## src/rtl/can_id_filter_pkg.sv

```systemverilog
package can_id_filter_pkg;
  localparam int BYTE_W = 8;
  typedef logic [BYTE_W-1:0] byte_t;

  // Bits that take part (mask 0) must agree with the code.
  function automatic logic byte_passes(byte_t id_b, byte_t code_b, byte_t mask_b);
    byte_t diff;
    diff = (id_b ^ code_b) & ~mask_b;
    return (diff == '0);
  endfunction

  function automatic logic wr_permitted(logic req, logic ack);
    return req & ack;
  endfunction
endpackage

```

## src/rtl/can_id_filter_regs.sv

```systemverilog
module can_id_filter_regs
  import can_id_filter_pkg::*;
#(
  parameter int NUM_BYTES = 4,
  parameter int ADDR_W    = $clog2(2*NUM_BYTES)
) (
  input  logic                        clk,
  input  logic                        rst_n,
  input  logic                        wr_ok,
  input  logic                        reg_wr,
  input  logic [ADDR_W-1:0]           reg_addr,
  input  logic [BYTE_W-1:0]           reg_wdata,
  output logic [BYTE_W-1:0]           reg_rdata,
  output logic [NUM_BYTES*BYTE_W-1:0] code_bits,
  output logic [NUM_BYTES*BYTE_W-1:0] mask_bits
);
  localparam int NUM_REGS = 2*NUM_BYTES;

  for (genvar k = 0; k < NUM_BYTES; k++) begin : g_reg
    logic code_sel, mask_sel;
    assign code_sel = reg_wr && wr_ok && (reg_addr == ADDR_W'(k));
    assign mask_sel = reg_wr && wr_ok && (reg_addr == ADDR_W'(k + NUM_BYTES));

    always_ff @(posedge clk or negedge rst_n) begin
      if (!rst_n) begin
        code_bits[k*BYTE_W +: BYTE_W] <= '0;
        mask_bits[k*BYTE_W +: BYTE_W] <= '1;
      end else begin
        if (code_sel) code_bits[k*BYTE_W +: BYTE_W] <= reg_wdata;
        if (mask_sel) mask_bits[k*BYTE_W +: BYTE_W] <= reg_wdata;
      end
    end
  end

  always_comb begin
    reg_rdata = '0;
    for (int r = 0; r < NUM_REGS; r++) begin
      if (reg_addr == ADDR_W'(r)) begin
        if (r < NUM_BYTES) reg_rdata = code_bits[r*BYTE_W +: BYTE_W];
        else               reg_rdata = mask_bits[(r-NUM_BYTES)*BYTE_W +: BYTE_W];
      end
    end
  end
endmodule

```

## src/rtl/can_id_filter_match.sv

```systemverilog
module can_id_filter_match
  import can_id_filter_pkg::*;
#(
  parameter int NUM_BYTES = 4
) (
  input  logic                        clk,
  input  logic                        rst_n,
  input  logic                        id_valid,
  input  logic [NUM_BYTES*BYTE_W-1:0] id_data,
  input  logic [NUM_BYTES*BYTE_W-1:0] code_bits,
  input  logic [NUM_BYTES*BYTE_W-1:0] mask_bits,
  output logic [NUM_BYTES-1:0]        byte_ok,
  output logic                        accept,
  output logic                        hit
);
  for (genvar k = 0; k < NUM_BYTES; k++) begin : g_cmp
    assign byte_ok[k] = byte_passes(id_data[k*BYTE_W +: BYTE_W],
                                    code_bits[k*BYTE_W +: BYTE_W],
                                    mask_bits[k*BYTE_W +: BYTE_W]);
  end

  logic all_ok;
  assign all_ok = &byte_ok;

  always_ff @(posedge clk or negedge rst_n) begin
    if (!rst_n) begin
      accept <= 1'b0;
      hit    <= 1'b0;
    end else begin
      hit <= id_valid && all_ok;
      if (id_valid) accept <= all_ok;
    end
  end
endmodule

```

## src/rtl/can_id_filter.sv

```systemverilog
module can_id_filter
  import can_id_filter_pkg::*;
#(
  parameter int NUM_BYTES = 4,
  parameter int ADDR_W    = $clog2(2*NUM_BYTES)
) (
  input  logic                        clk,
  input  logic                        rst_n,
  input  logic                        init_req,
  input  logic                        init_ack,
  input  logic [ADDR_W-1:0]           reg_addr,
  input  logic                        reg_wr,
  input  logic [BYTE_W-1:0]           reg_wdata,
  output logic [BYTE_W-1:0]           reg_rdata,
  input  logic                        id_valid,
  input  logic [NUM_BYTES*BYTE_W-1:0] id_data,
  output logic                        accept,
  output logic                        hit
);
  logic                        wr_ok;
  logic [NUM_BYTES*BYTE_W-1:0] code_bits;
  logic [NUM_BYTES*BYTE_W-1:0] mask_bits;
  logic [NUM_BYTES-1:0]        byte_ok;

  assign wr_ok = wr_permitted(init_req, init_ack);

  can_id_filter_regs #(.NUM_BYTES(NUM_BYTES), .ADDR_W(ADDR_W)) u_regs (
    .clk(clk), .rst_n(rst_n), .wr_ok(wr_ok), .reg_wr(reg_wr),
    .reg_addr(reg_addr), .reg_wdata(reg_wdata), .reg_rdata(reg_rdata),
    .code_bits(code_bits), .mask_bits(mask_bits)
  );

  can_id_filter_match #(.NUM_BYTES(NUM_BYTES)) u_match (
    .clk(clk), .rst_n(rst_n), .id_valid(id_valid), .id_data(id_data),
    .code_bits(code_bits), .mask_bits(mask_bits), .byte_ok(byte_ok),
    .accept(accept), .hit(hit)
  );
endmodule

```

## config.mk

```make
export PLATFORM = sky130hd
export DESIGN_NAME = can_id_filter
export DESIGN_NICKNAME = d
export VERILOG_FILES = /design/src/rtl/can_id_filter_pkg.sv /design/src/rtl/can_id_filter_regs.sv /design/src/rtl/can_id_filter_match.sv /design/src/rtl/can_id_filter.sv
export SDC_FILE = /design/constraint.sdc
export NUM_CORES = 1
export LEC_CHECK = 0
export ABC_AREA = 0
export BUFFER_PORTS_ARGS = -buffer_cell sky130_fd_sc_hd__clkbuf_2
export CAP_MARGIN = 20
export CORE_MARGIN = 2
export CORE_UTILIZATION = 40
export DETAILED_ROUTE_END_ITERATION = 16
export GPL_ROUTABILITY_DRIVEN = 0
export SLEW_MARGIN = 10
export SYNTH_ARGS = -nofsm -noshare
export SYNTH_HDL_FRONTEND = slang
export SYNTH_SLANG_ARGS = --single-unit
```

## constraint.sdc

```tcl
create_clock -name clk -period 1.61 [get_ports clk]
set_input_delay 0.322 -clock clk [delete_from_list [all_inputs] [get_ports clk]]
set_output_delay 0.322 -clock clk [all_outputs]
set_load 0.02 [all_outputs]
```

==> impl_metrics.json, run 1 <==
{
  "drc": 0,
  "synth-compound-area-share": 0.118,
  "grt_use_total": 0.224,
  "die_y_um": 99.0,
  "grt_pass1_wl_mm": 16.5,
  "nets": 464,
  "yosysSeqAreaShare": 0.468,
  "crit_fanout": 5,
  "core_region_area_um2": 8720,
  "wl_per_cell_um": 19.7,
  "yosys_warnings": 0,
  "fin_crit_sh": 1.21,
  "worstHoldPathType": "primary input to flop",
  "hold_viol_final": 0,
  "criticalPathCategory": "primary input to primary output",
  "p_sw_frac": 0.294,
  "switchingPower_mw": 1.65,
  "worst_slew_pin_slew_ps": 364,
  "finalCriticalPeriod_ps": 1950,
  "dp_hpwl_mm": 7.64,
  "critPathMostFrequentCell": "clkbuf_8",
  "area_growth_pct": 39.1,
  "drv_slew": 0,
  "drv_cap": 0,
  "io_pins": 59,
  "peakVddDrop_v": 0.000500,
  "io_buffers": 58,
  "start_util": 0.414,
  "cp.arrival_ps": 1630,
  "syn_nets": 342,
  "fin_util": 0.576,
  "violations": "negative setup slack",
  "cts.path.max_buffers": 2,
  "root_buffer": "clkbuf_8",
  "synth.area.mux_share": 0.238,
  "die-area_um2": 9810,
  "dr.pass1.iters": 4,
  "endpoint_kind": "primary output",
  "clkTransAtPathRegs_ps": 70,
  "timing.critical_path.slowest_cell_delay_ps": 250,
  "numCtsBuffers": 9,
  "clk_latency_ps": 360,
  "synth_flop_cell": "dfrtp_1",
  "fmax_ghz": 0.512,
  "htreeDepth": 3,
  "worstPathRequired_ps": 1290,
  "dp_slack_ps": -509,
  "path_cells": "clkbuf_8 -> buf_8 -> buf_6 -> mux2i_2 -> a2bb2oi_2 -> nor2_1 -> a221oi_2 -> o21ai_2 -> clkbuf_8",
  "clkPwrFrac": 0.282,
  "synth_area_um2": 3610,
  "setup_tns_ps": -2450,
  "grt-ovfl-total": 0,
  "async_flop_share": 1.00,
  "syn-instance-count": 293,
  "powerDensity_nw_per_um2": 1120,
  "p_int_mw": 3.96,
  "netlist-cell-type-count": 40,
  "power_frac_comb": 0.291,
  "core.rowCount": 34,
  "diodes": 0,
  "grt_max_degree": 45,
  "drt-total-wl_mm": 10.4,
  "slew_headroom": 0.757,
  "p_leak_nw": 2.29,
  "vias_per_cell": 5.27,
  "holdWs_ps": 178,
  "synth_seq_cells": 66,
  "synth_area_per_cell_um2": 12.3,
  "drive_above_1_share": 0.662,
  "die_w_um": 99.0,
  "setup_ws_ps": -345,
  "ant_nets": 0,
  "critPathSlowestCell": "mux2i_2",
  "synth_top_family_by_area": "multiplexers",
  "cts_tree": "done",
  "vias": 2785,
  "sequentialPowerShare": 0.426,
  "synth_fa_ha_area_frac": 0,
  "synth_xor_area_frac": 0.0776,
  "synthSimpleGateAreaFrac": 0.0748,
  "cts_sinks": 66,
  "clock_skew_ps": 9.16,
  "grt_setup_unrepaired": "yes",
  "antenna_found_initial": 0,
  "grt_pass1_vias": 2924,
  "drt_iter0_markers": 130,
  "synth_edf_count": 0,
  "outcome": "finished, violations left",
  "cp-start-kind": "primary input",
  "setup_violations": 8
}
-- final timing paths --
kind                                             startpoint                                to  slack, ps  cells past startpoint
setup / recovery                                reg_addr[0]                      reg_rdata[7]       -340                      9
max in group asynchronous                             rst_n  u_regs.mask_bits[28]$_DFFE_PN1P_        590                      3
hold reg to reg                  u_match.accept$_DFFE_PN0P_        u_match.accept$_DFFE_PN0P_        540                      2
min in group asynchronous                             rst_n  u_regs.code_bits[21]$_DFFE_PN0P_        400                      2
setup reg to reg           u_regs.code_bits[12]$_DFFE_PN0P_        u_match.accept$_DFFE_PN0P_          0                      8
hold / removal                                     id_valid        u_match.accept$_DFFE_PN0P_        180                      2
-- layout by cell type (no fill, tap or decap), types with 13 or more instances in the layout --
| master | Yosys | routed |
|---|---|---|
| dfrtp_1 | 34 | 34 |
| nor2_1 | 17 | 16 |
| xnor2_1 | 32 | 30 |
| buf_4 | 1 | 56 |
| mux2_4 | 16 | 16 |
| mux2_2 | 48 | 48 |
| o22ai_1 | 15 | 13 |
| clkbuf_2 | 0 | 49 |
| clkbuf_8 | 0 | 14 |
| dfstp_2 | 32 | 32 |
-- final cells by class --
type,count,area [um^2]
inverters,2,7.51
fillers,732,3700
well taps,108,135
clock inverters,5,77.6
repair buffers,124,921
multi-input cells,212,2050
flip-flops and latches,66,1690
clock buffers,11,141
-- metrics by stage --
| stage | cell area [um^2] | instances | power, mW |
|---|---|---|---|
| final | 5020 | 528 | 5.61 |
| after global routing | 5020 | 528 | 5.87 |
| after CTS | 4870 | 524 | 5.50 |
| after detailed placement | 4400 | 492 | 3.75 |
| after global placement | 4400 | 492 | 3.73 |
| after floorplan | 3710 | 293 | 3.24 |
-- power groups by stage --
stage               Combinational (mW)  Clock [mW]  Sequential [mW]
detailed placement                1.33           0             2.42
CTS                               1.52        1.60             2.38
finish                            1.64        1.58             2.39
floorplan                        0.919           0             2.32
global placement                  1.31           0             2.42
global route                      1.75        1.67             2.44
-- logic make-up (layout without fill, tap and decap cells) --
family / Yosys count / after routing
multiplexers: 72 / 72
flip-flops: 66 / 66
AO/OA/AOI/OAI: 59 / 59
AND/OR/NAND/NOR: 49 / 49
XOR/XNOR: 32 / 32
buffers and inverters: 15 / 142
-- metal layers --
metal	routed length, um	up-vias	global-route usage
li1	-	1326	-
met1	4960	1373	0.335
met2	4710	71	0.328
met3	552	15	0.0411
met4	174	0	0.0738
met5	0	-	0
-- cell usage after synthesis, drive strengths merged (3+ instances only) --
| cell | count | area, um^2 |
|---|---|---|
| a221oi | 7 | 61.3 |
| o22ai | 15 | 93.8 |
| a22o | 8 | 70.1 |
| dfstp | 32 | 841 |
| nand2 | 11 | 43.8 |
| a21o | 8 | 60.1 |
| xnor2 | 32 | 280 |
| mux2i | 8 | 80.1 |
| mux2 | 64 | 781 |
| dfrtp | 34 | 851 |
| nor4 | 3 | 18.8 |
| nor2b | 4 | 27.5 |
| o21ai | 9 | 45.0 |
| nor2 | 21 | 88.8 |
| a2bb2oi | 7 | 61.3 |
| buf | 10 | 63.8 |
| nand3 | 3 | 27.5 |
| clkbuf | 3 | 11.3 |
-- flip-flops by register name, indices dropped and copies added, names as in the netlist --
signal / count
u_regs.code_bits: 32
u_match.accept: 1
u_match.hit: 1
u_regs.mask_bits: 32
-- worst max-delay path, delay by kind of cell --
family                 cells  cell delay, ps
buffers and inverters      4             530
AOI/OAI and AO/OA          3             450
muxes                      1             250
and+or+nand+nor            1              70
-- timing repair --
action,in CTS,in global routing
endpoints found under the hold margin,11,0
pin swaps,6,13
endpoints found under the setup margin,8,13
cloned,1,0
hold buffers,1,0
gates resized for setup,26,29
setup buffers,14,4
No activity file was read; power rests on OpenSTA's default activity.
==> run 2: changes to the inputs <==
- MAX_ROUTING_LAYER: not set -> met4
==> run 2 against run 1 <==
Compared with the run above:
- the run still ends with negative setup slack left
- critical endpoint unchanged
- non-clock buffer count did not move
- setup slack worse by 1.8 ps
- combinational power barely moved
- hold slack improved by 1.0 ps
- highest routed layer unchanged
- sequential share of layout area unchanged
- core utilization stayed put
- global-route usage rose by 0.70 points
- cell count unchanged
- clock skew up 0.75 ps
- count of clock-buffer cells in the layout did not move
- die area did not move
==> impl_metrics.json, run 2 (synthesis gave the netlist of run 1 again) <==
{
  "final_cell_count_no_fill": 528,
  "start_util": 0.414,
  "powerDensity_nw_per_um2": 1120,
  "dpl_cell_area_um2": 4400,
  "hold_viol_final": 0,
  "peakVddDrop_v": 0.000501,
  "critPathMostFrequentCell": "clkbuf_8",
  "cp.arrival_ps": 1630,
  "crit_cells": 9,
  "die-area_um2": 9810,
  "antenna_found_initial": 0,
  "area_growth_pct": 39.1,
  "crit_buf_inv": 4,
  "cts_sinks": 66,
  "fmax_ghz": 0.511,
  "numCtsBuffers": 9,
  "nets": 464,
  "vias": 2783,
  "grt-ovfl-total": 0,
  "placed_cells": 492,
  "worstPathRequired_ps": 1290,
  "setup_violations": 8,
  "violations": "negative setup slack",
  "drv_cap": 0,
  "path_cells": "clkbuf_8 -> buf_8 -> buf_6 -> mux2i_2 -> a2bb2oi_2 -> nor2_1 -> a221oi_2 -> o21ai_2 -> clkbuf_8",
  "dp_slack_ps": -509,
  "core_region_area_um2": 8720,
  "min_path_cells": 2,
  "cts.path.max_buffers": 2,
  "io_buffers": 58,
  "fin_util": 0.576,
  "dr.pass1.iters": 4,
  "cp-start-kind": "primary input",
  "crit_fanout": 5,
  "grt_pass1_vias": 2918,
  "final_common_cell": "buf_4",
  "core.rowCount": 34,
  "fin_crit_sh": 1.22,
  "worst_slew_pin_slew_ps": 371,
  "critPathSlowestCell": "mux2i_2",
  "grt_setup_unrepaired": "yes",
  "drv_slew": 0,
  "root_buffer": "clkbuf_8",
  "clk_latency_ps": 360,
  "drc": 0,
  "cts_tree": "done",
  "dp_hpwl_mm": 7.64,
  "final_cell_mix": "buf_4, clkbuf_2, mux2_2, dfrtp_1, dfstp_2",
  "design_area_um2": 5020,
  "worstHoldPathType": "primary input to flop",
  "diodes": 0,
  "die_w_um": 99.0,
  "power_mw": 5.62,
  "wl_per_cell_um": 19.8,
  "htreeDepth": 3,
  "outcome": "finished, violations left",
  "clkTransAtPathRegs_ps": 70,
  "holdWs_ps": 179,
  "io_pins": 59,
  "timing.critical_path.slowest_cell_delay_ps": 250,
  "clock_skew_ps": 9.90,
  "slew_headroom": 0.752,
  "drive_above_1_share": 0.662,
  "drt_iter0_markers": 90,
  "grt_pass1_wl_mm": 16.5,
  "drt-total-wl_mm": 10.4,
  "endpoint_kind": "primary output",
  "die_y_um": 99.0,
  "criticalPathCategory": "primary input to primary output",
  "grt_use_total": 0.231,
  "finalCriticalPeriod_ps": 1960,
  "ant_nets": 0,
  "p_leak_nw": 2.29,
  "setup_tns_ps": -2490,
  "path_delay_family": "buffers and inverters",
  "grt_max_degree": 45,
  "setup_ws_ps": -346,
  "rr_worst_depth": 8,
  "vias_per_cell": 5.27,
  "reg_top3": "u_regs.code_bits: 32 flops, u_regs.mask_bits: 32 flops"
}
[run 2: worst paths after layout]
check | from | end | slack [ps]
setup / recovery | reg_addr[0] | reg_rdata[7] | -350
hold / removal | id_valid | u_match.accept$_DFFE_PN0P_ | 180
setup reg to reg | u_regs.code_bits[12]$_DFFE_PN0P_ | u_match.accept$_DFFE_PN0P_ | 10
hold reg to reg | u_match.accept$_DFFE_PN0P_ | u_match.accept$_DFFE_PN0P_ | 540
max in group asynchronous | rst_n | u_regs.mask_bits[11]$_DFFE_PN1P_ | 590
min in group asynchronous | rst_n | u_regs.code_bits[21]$_DFFE_PN0P_ | 400
[run 2: area by class of cell]
type / instances / area [um^2]
repair buffers: 124 / 921
clock buffers: 11 / 141
inverters: 2 / 7.51
multi-input cells: 212 / 2050
clock inverters: 5 / 77.6
well taps: 108 / 135
fillers: 732 / 3700
flip-flops and latches: 66 / 1690
[run 2: what timing repair did]
item,in CTS,in global routing
pin swaps,6,13
endpoints found under the hold margin,11,0
setup buffers,14,4
setup endpoints to repair,8,13
resized for setup,26,29
hold buffers,1,0
gates cloned,1,0
[run 2: where the power goes]
part           internal, mW  total, mW  switching, mW
registers              2.09       2.39          0.301
clock network         0.910       1.59          0.681
logic                 0.959       1.64          0.679
total                  3.96       5.62           1.66
[run 2: per-layer routing]
layer | wire [um] | vias to the layer above | global-route usage | part of all wire
met3 | 529 | 13 | 0.0411 | 0.051
met5 | 0 | - | - | 0
met4 | 157 | 0 | 0.0738 | 0.015
met1 | 5000 | 1367 | 0.335 | 0.48
met2 | 4760 | 80 | 0.329 | 0.46
li1 | - | 1323 | - | -
